===== config.mk =====
export PLATFORM = sky130hd
export DESIGN_NAME = lldma_chan
export DESIGN_NICKNAME = d
export VERILOG_FILES = /design/src/rtl/lldma_pkg.sv /design/src/rtl/lldma_step.sv /design/src/rtl/lldma_regs.sv /design/src/rtl/lldma_seq.sv /design/src/rtl/lldma_chan.sv
export SDC_FILE = /design/constraint.sdc
export NUM_CORES = 1
export LEC_CHECK = 0
export CELL_PAD_IN_SITES_DETAIL_PLACEMENT = 1
export CELL_PAD_IN_SITES_GLOBAL_PLACEMENT = 1
export CORE_ASPECT_RATIO = 1.1
export CORE_MARGIN = 1
export CORE_UTILIZATION = 38
export DETAILED_ROUTE_END_ITERATION = 12
export GPL_TIMING_DRIVEN = 0
export HOLD_SLACK_MARGIN = 0.1
export PLACE_DENSITY_LB_ADDON = 0.1
export SETUP_SLACK_MARGIN = 0.02
export SYNTH_ARGS = -nofsm -noshare
export SYNTH_HDL_FRONTEND = slang
export SYNTH_SLANG_ARGS = --single-unit

===== constraint.sdc =====
create_clock -name clk -period 4.31 [get_ports clk]
set_input_delay 0.862 -clock clk [delete_from_list [all_inputs] [get_ports clk]]
set_output_delay 0.862 -clock clk [all_outputs]
set_load 0.1 [all_outputs]

===== src/rtl/lldma_pkg.sv =====
package lldma_pkg;

   localparam int unsigned WORD_W      = 32;
   localparam int unsigned DESC_WORDS  = 6;
   // configuration word field positions
   localparam int unsigned SRC_IO_BIT  = 5;
   localparam int unsigned DST_IO_BIT  = 21;
   localparam int unsigned SRC_WID_LSB = 9;
   localparam int unsigned DST_WID_LSB = 25;

   typedef enum logic [2:0] {
      ST_IDLE,
      ST_FREQ,
      ST_FWAIT,
      ST_RUN,
      ST_RWAIT,
      ST_WRITE,
      ST_PKG
   } chan_st_e;

   typedef struct packed {
      logic [WORD_W-1:0] cfg;
      logic [WORD_W-1:0] src;
      logic [WORD_W-1:0] dst;
      logic [WORD_W-1:0] cnt;
      logic [WORD_W-1:0] para;
      logic [WORD_W-1:0] nxt;
   } live_desc_t;

   // code 3 is treated as 4 bytes
   function automatic logic [1:0] norm_code(input logic [1:0] c);
      return (c == 2'd3) ? 2'd2 : c;
   endfunction

   function automatic logic [1:0] beat_code(input logic [1:0] s, input logic [1:0] d);
      logic [1:0] sn;
      logic [1:0] dn;
      sn = norm_code(s);
      dn = norm_code(d);
      return (sn < dn) ? sn : dn;
   endfunction

   function automatic logic [2:0] code_bytes(input logic [1:0] c);
      return 3'd1 << c;
   endfunction

endpackage


===== src/rtl/lldma_step.sv =====
module lldma_step
   import lldma_pkg::*;
#(
   parameter int unsigned AW       = 32,
   parameter bit          ALLOW_IO = 1'b1
) (
   input  logic [AW-1:0] addr_i,
   input  logic          io_i,
   input  logic [1:0]    code_i,
   output logic [AW-1:0] next_o
);

   localparam int unsigned PAD_W = AW - 3;

   logic [AW-1:0] inc;
   assign inc = addr_i + {{PAD_W{1'b0}}, code_bytes(code_i)};

   generate
      if (AW < 8) begin : g_bad_aw
         $error("lldma_step: AW must be at least 8");
      end
      if (ALLOW_IO) begin : g_io
         assign next_o = io_i ? addr_i : inc;
      end else begin : g_lin
         logic unused_io;
         assign unused_io = io_i;
         assign next_o    = inc;
      end
   endgenerate

endmodule


===== src/rtl/lldma_regs.sv =====
module lldma_regs
   import lldma_pkg::*;
#(
   parameter int unsigned      REG_AW   = 12,
   parameter logic [REG_AW-1:0] WIN_BASE = 12'h100
) (
   input  logic              clk,
   input  logic              rst_n,
   input  logic              wen_i,
   input  logic [REG_AW-1:0] addr_i,
   input  logic [31:0]       wdata_i,
   output logic [31:0]       rdata_o,
   input  logic              busy_i,
   input  live_desc_t        live_i,
   output logic              start_o,
   output logic              stop_o,
   output logic              hold_o,
   output logic [31:0]       first_o
);

   localparam logic [5:0] OFF_EN    = 6'h00;
   localparam logic [5:0] OFF_HOLD  = 6'h04;
   localparam logic [5:0] OFF_FIRST = 6'h08;
   localparam logic [5:0] OFF_CFG   = 6'h0C;
   localparam logic [5:0] OFF_SRC   = 6'h10;
   localparam logic [5:0] OFF_DST   = 6'h14;
   localparam logic [5:0] OFF_CNT   = 6'h18;
   localparam logic [5:0] OFF_PARA  = 6'h1C;

   generate
      if (REG_AW < 7) begin : g_bad_aw
         $error("lldma_regs: REG_AW too small for a 64-byte window");
      end
      if (WIN_BASE[5:0] != 6'd0) begin : g_bad_base
         $error("lldma_regs: WIN_BASE must be 64-byte aligned");
      end
   endgenerate

   logic       hit;
   logic [5:0] off;
   logic       hold_q;
   logic [31:0] first_q;

   assign hit = (addr_i[REG_AW-1:6] == WIN_BASE[REG_AW-1:6]);
   assign off = addr_i[5:0];

   assign start_o = wen_i && hit && (off == OFF_EN) &&  wdata_i[0];
   assign stop_o  = wen_i && hit && (off == OFF_EN) && !wdata_i[0];
   assign hold_o  = hold_q;
   assign first_o = first_q;

   always_ff @(posedge clk or negedge rst_n) begin
      if (!rst_n) begin
         hold_q  <= 1'b0;
         first_q <= '0;
      end else begin
         if (stop_o) begin
            hold_q <= 1'b0;
         end else if (wen_i && hit && (off == OFF_HOLD)) begin
            hold_q <= wdata_i[1];
         end
         if (wen_i && hit && (off == OFF_FIRST)) begin
            first_q <= wdata_i;
         end
      end
   end

   always_comb begin
      rdata_o = '0;
      if (hit) begin
         case (off)
            OFF_EN:    rdata_o = {31'd0, busy_i};
            OFF_HOLD:  rdata_o = {30'd0, hold_q, 1'b0};
            OFF_FIRST: rdata_o = first_q;
            OFF_CFG:   rdata_o = live_i.cfg;
            OFF_SRC:   rdata_o = live_i.src;
            OFF_DST:   rdata_o = live_i.dst;
            OFF_CNT:   rdata_o = live_i.cnt;
            OFF_PARA:  rdata_o = live_i.para;
            default:   rdata_o = '0;
         endcase
      end
   end


   stop_clears_hold_chk: assert property (@(posedge clk) disable iff (!rst_n)
      stop_o |=> !hold_q);

endmodule


===== src/rtl/lldma_seq.sv =====
module lldma_seq
   import lldma_pkg::*;
#(
   parameter logic [31:0] END_MARK = 32'hFFFF_F800
) (
   input  logic        clk,
   input  logic        rst_n,
   input  logic        start_i,
   input  logic        stop_i,
   input  logic        hold_i,
   input  logic [31:0] first_i,
   output logic        desc_req_o,
   output logic [31:0] desc_addr_o,
   input  logic        desc_rvalid_i,
   input  logic [31:0] desc_rdata_i,
   output logic        rd_req_o,
   output logic [31:0] rd_addr_o,
   output logic [1:0]  rd_size_o,
   input  logic        rvalid_i,
   input  logic [31:0] rdata_i,
   output logic        wr_en_o,
   output logic [31:0] wr_addr_o,
   output logic [1:0]  wr_size_o,
   output logic [31:0] wr_data_o,
   input  logic        periph_ready_i,
   output logic        pkg_done_o,
   output logic        queue_done_o,
   output logic        busy_o,
   output live_desc_t  live_o
);

   localparam int unsigned IDX_W    = $clog2(DESC_WORDS);
   localparam int unsigned NPTR     = 2;
   localparam logic [IDX_W-1:0] LAST_IDX = IDX_W'(DESC_WORDS - 1);

   generate
      if (END_MARK[1:0] != 2'b00) begin : g_bad_end
         $error("lldma_seq: END_MARK must be word aligned");
      end
   endgenerate

   chan_st_e         st_q;
   logic [IDX_W-1:0] widx_q;
   logic [31:0]      dptr_q;
   live_desc_t       ld_q;
   logic [31:0]      buf_q;

   logic [1:0]  code;
   logic        src_io;
   logic        dst_io;
   logic        gate_ok;
   logic [31:0] step_w;
   logic [31:0] dec;
   logic [NPTR-1:0][31:0] ptr_cur;
   logic [NPTR-1:0][31:0] ptr_nxt;
   logic [NPTR-1:0]       ptr_io;

   assign code    = beat_code(ld_q.cfg[SRC_WID_LSB +: 2], ld_q.cfg[DST_WID_LSB +: 2]);
   assign src_io  = ld_q.cfg[SRC_IO_BIT];
   assign dst_io  = ld_q.cfg[DST_IO_BIT];
   assign gate_ok = !(src_io || dst_io) || periph_ready_i;
   assign step_w  = {29'd0, code_bytes(code)};
   assign dec     = (ld_q.cnt < step_w) ? ld_q.cnt : step_w;

   assign ptr_cur[0] = ld_q.src;
   assign ptr_cur[1] = ld_q.dst;
   assign ptr_io[0]  = src_io;
   assign ptr_io[1]  = dst_io;

   generate
      for (genvar g = 0; g < NPTR; g++) begin : g_ptr
         lldma_step #(.AW(32), .ALLOW_IO(1'b1)) u_step (
            .addr_i (ptr_cur[g]),
            .io_i   (ptr_io[g]),
            .code_i (code),
            .next_o (ptr_nxt[g])
         );
      end
   endgenerate

   assign desc_req_o   = (st_q == ST_FREQ) && !hold_i;
   assign desc_addr_o  = dptr_q + {{(30-IDX_W){1'b0}}, widx_q, 2'b00};
   assign rd_req_o     = (st_q == ST_RUN) && (ld_q.cnt != 32'd0) && !hold_i && gate_ok;
   assign rd_addr_o    = ld_q.src;
   assign rd_size_o    = code;
   assign wr_en_o      = (st_q == ST_WRITE);
   assign wr_addr_o    = ld_q.dst;
   assign wr_size_o    = code;
   assign wr_data_o    = buf_q;
   assign pkg_done_o   = (st_q == ST_PKG);
   assign queue_done_o = (st_q == ST_PKG) && (ld_q.nxt == END_MARK);
   assign busy_o       = (st_q != ST_IDLE);
   assign live_o       = ld_q;

   always_ff @(posedge clk or negedge rst_n) begin
      if (!rst_n) begin
         st_q   <= ST_IDLE;
         widx_q <= '0;
         dptr_q <= '0;
         ld_q   <= '0;
         buf_q  <= '0;
      end else if (stop_i) begin
         st_q <= ST_IDLE;
      end else begin
         case (st_q)
            ST_IDLE: begin
               if (start_i) begin
                  dptr_q <= {first_i[31:2], 2'b00};
                  widx_q <= '0;
                  st_q   <= ST_FREQ;
               end
            end
            ST_FREQ: begin
               if (!hold_i) st_q <= ST_FWAIT;
            end
            ST_FWAIT: begin
               if (desc_rvalid_i) begin
                  case (widx_q)
                     IDX_W'(0): ld_q.cfg  <= desc_rdata_i;
                     IDX_W'(1): ld_q.src  <= desc_rdata_i;
                     IDX_W'(2): ld_q.dst  <= desc_rdata_i;
                     IDX_W'(3): ld_q.cnt  <= desc_rdata_i;
                     IDX_W'(4): ld_q.para <= desc_rdata_i;
                     default:   ld_q.nxt  <= desc_rdata_i;
                  endcase
                  if (widx_q == LAST_IDX) begin
                     st_q <= ST_RUN;
                  end else begin
                     widx_q <= widx_q + 1'b1;
                     st_q   <= ST_FREQ;
                  end
               end
            end
            ST_RUN: begin
               if (!hold_i && (ld_q.cnt == 32'd0)) begin
                  st_q <= ST_PKG;
               end else if (rd_req_o) begin
                  st_q <= ST_RWAIT;
               end
            end
            ST_RWAIT: begin
               if (rvalid_i) begin
                  buf_q <= rdata_i;
                  st_q  <= ST_WRITE;
               end
            end
            ST_WRITE: begin
               ld_q.src <= ptr_nxt[0];
               ld_q.dst <= ptr_nxt[1];
               ld_q.cnt <= ld_q.cnt - dec;
               st_q     <= ST_RUN;
            end
            ST_PKG: begin
               if (ld_q.nxt == END_MARK) begin
                  st_q <= ST_IDLE;
               end else begin
                  dptr_q <= {ld_q.nxt[31:2], 2'b00};
                  widx_q <= '0;
                  st_q   <= ST_FREQ;
               end
            end
            default: st_q <= ST_IDLE;
         endcase
      end
   end


   one_port_chk: assert property (@(posedge clk) disable iff (!rst_n)
      $countones({desc_req_o, rd_req_o, wr_en_o}) <= 1);


   cnt_drop_chk: assert property (@(posedge clk) disable iff (!rst_n)
      (wr_en_o && !stop_i) |=> (ld_q.cnt < $past(ld_q.cnt)));


   dst_fixed_chk: assert property (@(posedge clk) disable iff (!rst_n)
      (wr_en_o && dst_io && !stop_i) |=> $stable(ld_q.dst));


   hold_still_chk: assert property (@(posedge clk) disable iff (!rst_n)
      ((st_q == ST_RUN) && hold_i && !stop_i) |=> ($stable(ld_q.cnt) && $stable(ld_q.src)));


   desc_align_chk: assert property (@(posedge clk) disable iff (!rst_n)
      desc_req_o |-> (desc_addr_o[1:0] == 2'b00));


   end_idle_chk: assert property (@(posedge clk) disable iff (!rst_n)
      (queue_done_o && !stop_i) |=> !busy_o);


   stop_idle_chk: assert property (@(posedge clk) disable iff (!rst_n)
      stop_i |=> (!busy_o && !pkg_done_o && !wr_en_o));

endmodule


===== src/rtl/lldma_chan.sv =====
module lldma_chan
   import lldma_pkg::*;
#(
   parameter int unsigned CHAN_IDX = 0,
   parameter int unsigned REG_AW   = 12,
   parameter logic [31:0] END_MARK = 32'hFFFF_F800
) (
   input  logic              clk,
   input  logic              rst_n,
   input  logic              reg_wen,
   input  logic [REG_AW-1:0] reg_addr,
   input  logic [31:0]       reg_wdata,
   output logic [31:0]       reg_rdata,
   output logic              desc_req_o,
   output logic [31:0]       desc_addr_o,
   input  logic              desc_rvalid_i,
   input  logic [31:0]       desc_rdata_i,
   output logic              xfer_rd_req_o,
   output logic [31:0]       xfer_rd_addr_o,
   output logic [1:0]        xfer_rd_size_o,
   input  logic              xfer_rvalid_i,
   input  logic [31:0]       xfer_rdata_i,
   output logic              xfer_wr_en_o,
   output logic [31:0]       xfer_wr_addr_o,
   output logic [1:0]        xfer_wr_size_o,
   output logic [31:0]       xfer_wr_data_o,
   input  logic              periph_ready_i,
   output logic              pkg_done_o,
   output logic              queue_done_o
);

   localparam longint unsigned WIN_LO   = 64'h100 + 64'h40 * CHAN_IDX;
   localparam longint unsigned WIN_TOP  = WIN_LO + 64'h40;
   localparam longint unsigned SPACE    = 64'd1 << REG_AW;
   localparam logic [REG_AW-1:0] WIN_BASE = REG_AW'(WIN_LO);

   generate
      if (WIN_TOP > SPACE) begin : g_bad_win
         $error("lldma_chan: channel window does not fit in REG_AW");
      end
   endgenerate

   logic        start;
   logic        stop;
   logic        hold;
   logic [31:0] first;
   logic        busy;
   live_desc_t  live;

   lldma_regs #(.REG_AW(REG_AW), .WIN_BASE(WIN_BASE)) u_regs (
      .clk     (clk),
      .rst_n   (rst_n),
      .wen_i   (reg_wen),
      .addr_i  (reg_addr),
      .wdata_i (reg_wdata),
      .rdata_o (reg_rdata),
      .busy_i  (busy),
      .live_i  (live),
      .start_o (start),
      .stop_o  (stop),
      .hold_o  (hold),
      .first_o (first)
   );

   lldma_seq #(.END_MARK(END_MARK)) u_seq (
      .clk            (clk),
      .rst_n          (rst_n),
      .start_i        (start),
      .stop_i         (stop),
      .hold_i         (hold),
      .first_i        (first),
      .desc_req_o     (desc_req_o),
      .desc_addr_o    (desc_addr_o),
      .desc_rvalid_i  (desc_rvalid_i),
      .desc_rdata_i   (desc_rdata_i),
      .rd_req_o       (xfer_rd_req_o),
      .rd_addr_o      (xfer_rd_addr_o),
      .rd_size_o      (xfer_rd_size_o),
      .rvalid_i       (xfer_rvalid_i),
      .rdata_i        (xfer_rdata_i),
      .wr_en_o        (xfer_wr_en_o),
      .wr_addr_o      (xfer_wr_addr_o),
      .wr_size_o      (xfer_wr_size_o),
      .wr_data_o      (xfer_wr_data_o),
      .periph_ready_i (periph_ready_i),
      .pkg_done_o     (pkg_done_o),
      .queue_done_o   (queue_done_o),
      .busy_o         (busy),
      .live_o         (live)
   );


   pkg_single_chk: assert property (@(posedge clk) disable iff (!rst_n)
      pkg_done_o |=> !pkg_done_o);


   idle_quiet_chk: assert property (@(posedge clk) disable iff (!rst_n)
      !busy |-> !(desc_req_o || xfer_rd_req_o || xfer_wr_en_o || pkg_done_o));

endmodule


=== Word-level counts from Yosys, hierarchy flattened ===
Index checks and enable logic that the tools add are counted.

* Register bits: 295
* Bits in latches: 0
* Memory bits (writable): 0
* Bits in read-only memories: 0
* Bits of input ports: 114
* Output and inout port bits: 169
* Logic and storage cells: 131
* Memories kept: 0

* $add $sub $neg: 5
* Multiply operators: 0
* Divide/modulo/power cells: 0
* $lt $le $gt $ge: 2
* Eq/ne operators: 36
* Shift operators: 1
* Multiplexer cells: 35
* Bitwise logic cells: 2
* Reductions and logical operators: 38

{| class="wikitable"
|+ Operator list
! cell !! number
|-
| $mux W32 || 11
|-
| $pmux W32 S8 || 1
|-
| $pmux W96 S2 || 1
|-
| $mux W160 || 1
|-
| $add A32 B3 Y32 || 2
|-
| $pmux W32 S2 || 1
|-
| $mux W3 || 11
|-
| $add A32 B5 Y32 || 1
|-
| $eq A32 B32 Y1 const B || 1
|-
| $logic_not A32 Y1 || 1
|-
| $lt A32 B3 Y1 || 1
|-
| $reduce_bool A32 Y1 || 1
|-
| $sub A32 B32 Y32 || 1
|-
| $eq A6 B5 Y1 const B || 4
|-
| $pmux W3 S7 || 1
|-
| $reduce_and A4 Y1 || 5
|-
| $ne A2 B2 Y1 const B || 9
|-
| $eq A3 B3 Y1 const B || 5
|-
| $reduce_and A5 Y1 || 3
|-
| $eq A3 B2 Y1 const B || 4
|-
| $eq A6 B3 Y1 const B || 2
|-
| $eq A6 B4 Y1 const B || 2
|-
| $logic_and A1 B1 Y1 || 12
|-
| $ne A3 B3 Y1 const B || 4
|-
| 19 further kinds || 34
|}

=== Longest topological paths before layout ===
* Depth after elaboration: 9
* Mapped depth: 20

=== Hierarchy ===
Synthesis repeated with hierarchy kept, for this count alone.

* Cells, all modules: 1,742
* Area, all modules: 17,920.9 µm²

{| class="wikitable"
|+ Modules (own cells, without submodules)
! module !! times used !! cells each !! area an instance (µm²) !! sequential area each (µm²)
|-
| lldma_seq || 1 || 1,240 || 13,093.8 || 6,506.2
|-
| lldma_regs || 1 || 276 || 3,138.0 || 825.8
|-
| lldma_step || 2 || 113 || 844.6 || 0.0
|}

=== Worst setup path after synthesis ===
Ideal clock, no wire load.

* Path type: register to register
* Start point: register u_seq.ld_q, in the netlist u_seq.live_o[170]
* End point: register u_seq.ld_q, in the netlist u_seq.live_o[80]
* Data arrival time: 4.938 ns
* Required time: 4.189 ns
* Path slack: -0.749 ns
* Stages on the path, launching flop included: 19
* Buffers on the path: 2
* Period minus slack after synthesis: 5.059 ns
* Cells stage by stage: dfrtp_1 > clkbuf_1 > ha_1 > nor2_1 > inv_1 > ha_1 > o21ai_0 > a21oi_1 > or4b_1 > mux2_2 > ha_1 > inv_1 > fa_1 > a211oi_1 > and3_1 > clkbuf_1 > and2_1 > a31oi_1 > o22a_1

* Cells in the longest elaborated chain, start to end: 9

{| class="wikitable"
|+ Ends and longest elaborated chain
! item !! RTL line !! RTL
|-
| from (decl) || lldma_seq.sv:45 || <nowiki>live_desc_t ld_q;</nowiki>
|-
| $eq A2 B2 Y1 || lldma_pkg.sv:32 || <nowiki>return (c == 2'd3) ? 2'd2 : c;</nowiki>
|-
| $mux W2 * || lldma_pkg.sv:32 ||
|-
| $lt A2 B2 Y1 || lldma_pkg.sv:40 || <nowiki>return (sn < dn) ? sn : dn;</nowiki>
|-
| $mux W2 * || lldma_pkg.sv:40 ||
|-
| via xfer_rd_size_o[1] || lldma_chan.sv:20 || <nowiki>output logic [1:0] xfer_rd_size_o,</nowiki>
|-
| $shl A1 B2 Y3 * || lldma_pkg.sv:44 || <nowiki>return 3'd1 << c;</nowiki>
|-
| $lt A32 B3 Y1 || lldma_seq.sv:63 || <nowiki>assign dec = (ld_q.cnt < step_w) ? ld_q.cnt : step_w;</nowiki>
|-
| $mux W32 * || lldma_seq.sv:63 ||
|-
| $sub A32 B32 Y32 * || lldma_seq.sv:150 || <nowiki>ld_q.cnt <= ld_q.cnt - dec;</nowiki>
|-
| $pmux W96 S2 * || lldma_seq.sv:105 || <nowiki>case (st_q)</nowiki>
|}

The timed path passes the listed nets; every way through them passes the cells marked *.
A chain may end at the register's enable or synchronous reset.

=== Final worst setup path ===
* Start point: register u_seq.ld_q, in the netlist u_seq.live_o[70]
* End point: register u_seq.ld_q, in the netlist u_seq.live_o[80]

* Cells in the longest elaborated chain, start to end: 4

{| class="wikitable"
|+ Ends and longest elaborated chain
! item !! RTL line
|-
| $lt A32 B3 Y1 || lldma_seq.sv:63
|-
| $mux W32 || lldma_seq.sv:63
|-
| $sub A32 B32 Y32 * || lldma_seq.sv:150
|-
| $pmux W96 S2 * || lldma_seq.sv:105
|}

Every way passes the cells marked *; elsewhere a longest branch is shown, timed or not.

==> qor.log <==
INFO  final_layout   final.fill_count=4970
INFO  synthesis      postSynth.asyncResetShare=1.00
INFO  power          irDropWorstVdd=545µV
INFO  grt            use_met1=0.424
INFO  worst_setup_path timing.critical_path.slowest_cell_delay=0.60ns
INFO  final_layout   layout.core_utilization=0.506
INFO  sta            timing.final.max_slew_violations=0
INFO  worst_setup_path worst-endpoint-required=4.74ns
INFO  final_layout   nNetsFinal=2203
INFO  synthesis      postSynth.topFlopCell=dfrtp_1
INFO  synthesis      number_of_synthesized_flops_with_an_enable_pin=0
INFO  worst_setup_path setup.worst_path.start_class=flip-flop
INFO  synthesis      synth_fa_ha_area_frac=0.0198
INFO  min_path       min-delay-path-class=in -> async
INFO  clocking       worst_setup_hold_path_clk_slew=0.06ns
INFO  route          postRouteWirelength=74.2mm
INFO  worst_setup_path worst-r2r-setup-slack=-0.13ns
INFO  clocking       ctsLongestPathBuffers=3
INFO  final_layout   layoutNonFillerInstCount=2671
INFO  placed_design  place.detailed.instances=2585
INFO  synthesis      synthXorXnorAreaFrac=0.0156
INFO  grt            grt.met3_usage=0.0439
INFO  floorplan      die-area=46500µm²
INFO  outcome        status=finished, violations left
INFO  run            max_cap_violations=0
INFO  clocking       tritoncts_clock_tree=done
INFO  placed_design  port_buffers=280
INFO  synthesis      synth_area_per_inst=10.1µm²
INFO  route          detail_route.vias_per_cell=6.05
INFO  synthesis      yosys_register_bits=293
INFO  final_layout   multiInputGateArea=9270µm²
INFO  synthesis      synthSimpleGateAreaFrac=0.149
INFO  clocking       worst_skew_pair.late_latency=0.55ns
INFO  synthesis      synth.cell_area=17400µm²
INFO  sta            worstMarginPinSlew=1.16ns
INFO  clocking       cts.hold.buffers_added=0
INFO  sta            period_minus_slack=4.44ns
INFO  worst_setup_path cp.arrival=4.87ns
INFO  grt            grt_use_total=0.321
INFO  placed_design  last_weighted_congestion_value_of_the_routability_driven_placer=0.938
INFO  route          drt-pass1-iter-count=6
INFO  sta            slew-limit-headroom=0.218
INFO  grt            layer_with_the_highest_usage_after_global_routing=met2
INFO  synthesis      synth_compound_gate_area_share=0.155
INFO  outcome        violations=negative setup slack
INFO  synthesis      synth.yosys.seq_area_share=0.422
INFO  sta            finalSetupViolations=9
INFO  route          drc=0
INFO  grt            globalRouteMet2Util=0.519
INFO  power          power_leakage=9.86nW
INFO  sta            worst_slack=-0.126ns
INFO  synthesis      synthMuxAreaShare=0.172
INFO  worst_setup_path path_max_fanout=6
INFO  floorplan      core-area=44800µm²
INFO  route          routed-via-count=16153
INFO  grt            grt_max_degree=114
INFO  synthesis      dominant_combinational_cell_family_by_area_after_synthesis=multiplexers
INFO  placed_design  pre_cts_ws=-1.23ns
INFO  worst_setup_path worstSetupEndpointType=flip-flop
INFO  placed_design  hpwl=55.8mm
INFO  worst_setup_path critical_path.cell_chain=nor4_2 -> nand2_1 -> nor2_1 -> or4b_4 -> mux2_4 -> ha_4 -> inv_4 -> fa_2 -> a211oi_4 -> and3_4 -> buf_8 -> and2_4 -> a31oi_1 -> o22a_1
INFO  synthesis      syn_inst_count=1720
INFO  synthesis      synthesis.yosys.warnings=0
INFO  synthesis      post-synth-top-count-cell=dfrtp_1
INFO  route          antenna_nets_post_route=0
INFO  synthesis      yosys.area.top_type_share=0.422
INFO  floorplan      floorplan.initialDensity=0.387
INFO  final_layout   areaGrowthSynthToFinish=30.6%
INFO  grt            antenna_found_initial=4
INFO  clocking       clock-root-buffer=clkbuf_16
INFO  floorplan      ios=283
INFO  synthesis      netlist-cell-type-count=89
INFO  floorplan      placement_rows=81
INFO  grt            grt_pass1_wl=110mm
INFO  final_layout   drive_above_1_share=0.269
INFO  sta            timing_hold_violations_final=0
INFO  clocking       tritoncts_buffers=37
INFO  power          power_per_cell_area=774nW/µm²
INFO  grt            grt_pass1_vias=16881
INFO  sta            rsz0062_at_grt=true
INFO  worst_setup_path cpMaxStageDelayCell=nor4_2
INFO  sta            maxClockFrequency=225MHz
INFO  sta            final_cycle_share=1.03
INFO  grt            grt_residual_overflow=0
INFO  floorplan      dieHeight=226µm
INFO  synthesis      yosys-top-cells-area=dfrtp_1 (42%), mux2_2 (12%), nand2_1 (4.6%)
INFO  final_layout   seqCellArea=7330µm²
INFO  floorplan      die-width=206µm
INFO  clocking       cts_htree_levels=2
INFO  worst_setup_path setup.worst_path.class=reg -> reg
INFO  route          wire_per_inst=27.8µm
INFO  synthesis      synth_area_leader_cell=dfrtp_1
INFO  synthesis      synth_common_cells=dfrtp_1 (293), nand2_1 (214), mux2_2 (184), a21oi_1 (99), o21ai_0 (85)
INFO  route          drt_first_iter_violations=1351
INFO  clocking       cts.sink_count=293
INFO  sta            fin_worst_skew=0.0251ns
[critical path, delay by kind of cell, from the launching register on]
| kind | cells | cell delay [ns] |
|---|---|---|
| AO/OA/AOI/OAI | 3 | 0.60 |
| adder cells (fa/ha/maj) | 2 | 0.57 |
| buffers and inverters | 2 | 0.17 |
| flip-flops | 1 | 0.44 |
| multiplexers | 1 | 0.23 |
| AND/OR/NAND/NOR | 6 | 2.29 |
[final cells by class]
| type | count | area share |
|---|---|---|
| Antenna cell | 2 | 0.000221 |
| Buffer | 176 | 0.0474 |
| Clock buffer | 55 | 0.0478 |
| Clock inverter | 8 | 0.00513 |
| Inverter | 32 | 0.00574 |
| Multi-Input combinational cell | 1220 | 0.409 |
| Sequential cell | 293 | 0.323 |
| Tap cell | 581 | 0.0321 |
| Timing Repair Buffer | 304 | 0.129 |
[report_power, final]
group / switching, W / total, W / internal (W) / leakage [nW]
logic: 0.00658 / 0.00974 / 0.00316 / 5.46
clock network: 0.00128 / 0.00314 / 0.00186 / 0.590
registers: 0.00115 / 0.00466 / 0.00352 / 3.80
total: 0.00901 / 0.0175 / 0.00853 / 9.86
[registers in the layout, summed over array words and instances (netlist names)]
register         flops
u_seq.live_o       128
u_regs.first_o      32
u_seq.rd_addr_o     32
u_seq.wr_addr_o     32
u_seq.wr_data_o     32
u_seq.dptr_q        30
u_seq.st_q           3
u_seq.widx_q         3
u_regs.hold_o        1
[path summary, 6_finish.rpt]
check,start,cells after the start,to
max reg2reg,u_seq.live_o[70],14,u_seq.live_o[80]
min,rst_n,1,u_seq.wr_addr_o[6]
max in group asynchronous,rst_n,2,u_seq.live_o[28]
max,u_seq.live_o[70],14,u_seq.live_o[80]
min reg2reg,u_seq.live_o[61],1,u_seq.live_o[61]
min in group clk,u_seq.live_o[61],1,u_seq.live_o[61]
[cells in the final DEF (no fill, tap or decap), types with 11 or more instances in the layout]
cell	synthesis	routed
buf_4	83	120
mux2_2	184	183
nor2_1	83	80
nand4_1	25	25
o22a_1	13	13
mux2_1	12	12
nor4_1	21	16
clkbuf_2	1	20
a21oi_1	99	74
clkbuf_1	61	56
nand2_1	214	210
o21ai_1	2	18
a211oi_1	18	16
clkbuf_16	0	37
nor3_1	32	28
o21ai_0	85	67
clkdlybuf4s50_1	0	219
a221oi_1	11	11
a21oi_2	2	27
and4_1	11	11
o211ai_1	13	13
mux4_2	30	30
inv_1	31	29
and3_1	21	20
a31oi_1	27	27
buf_2	22	29
ha_1	21	14
a22o_1	17	17
dfrtp_1	293	292
a22oi_1	38	38
xnor2_1	22	22
nand3_1	41	39
[what timing repair did]
item / 4_1_cts / 5_1_grt
hold endpoints to repair: 0 / 0
buffers inserted: 14 / 7
gates resized for setup: 266 / 77
gates cloned: 1 / 0
setup endpoints to repair: 88 / 79
pin swaps: 11 / 21
[kinds of logic (layout without fill, tap and decap cells)]
logic type      Yosys count  after routing
mux                     235            235
other cells               1              4
xor+xnor                 31             31
compound gates          407            407
flops                   293            293
fa+ha+maj                25             25
buf+inv                 208            575
simple gates            520            520
[layer usage]
layer / part of all wire / routed length, µm / vias to the layer above
met3: 0.070 / 5190 / 201
li1: - / - / 6997
met4: 0.045 / 3320 / 0
met1: 0.41 / 30500 / 8203
met5: 0 / 0 / -
met2: 0.47 / 35200 / 752
[through the flow]
stage	cell area, µm²	hold slack (ns)	total power, W	setup TNS [ns]
after global routing	22700	0.440	0.0182	-1.82
after detailed placement	21100	0.488	0.0137	-49.12
final	22700	0.352	0.0175	-0.595
after CTS	22500	0.437	0.0172	0
after global placement	21000	0.481	0.0135	-3300.15
after floorplan	17500	0.471	0.0109	-0.0291
No activity file was read; power rests on OpenSTA's default activity.
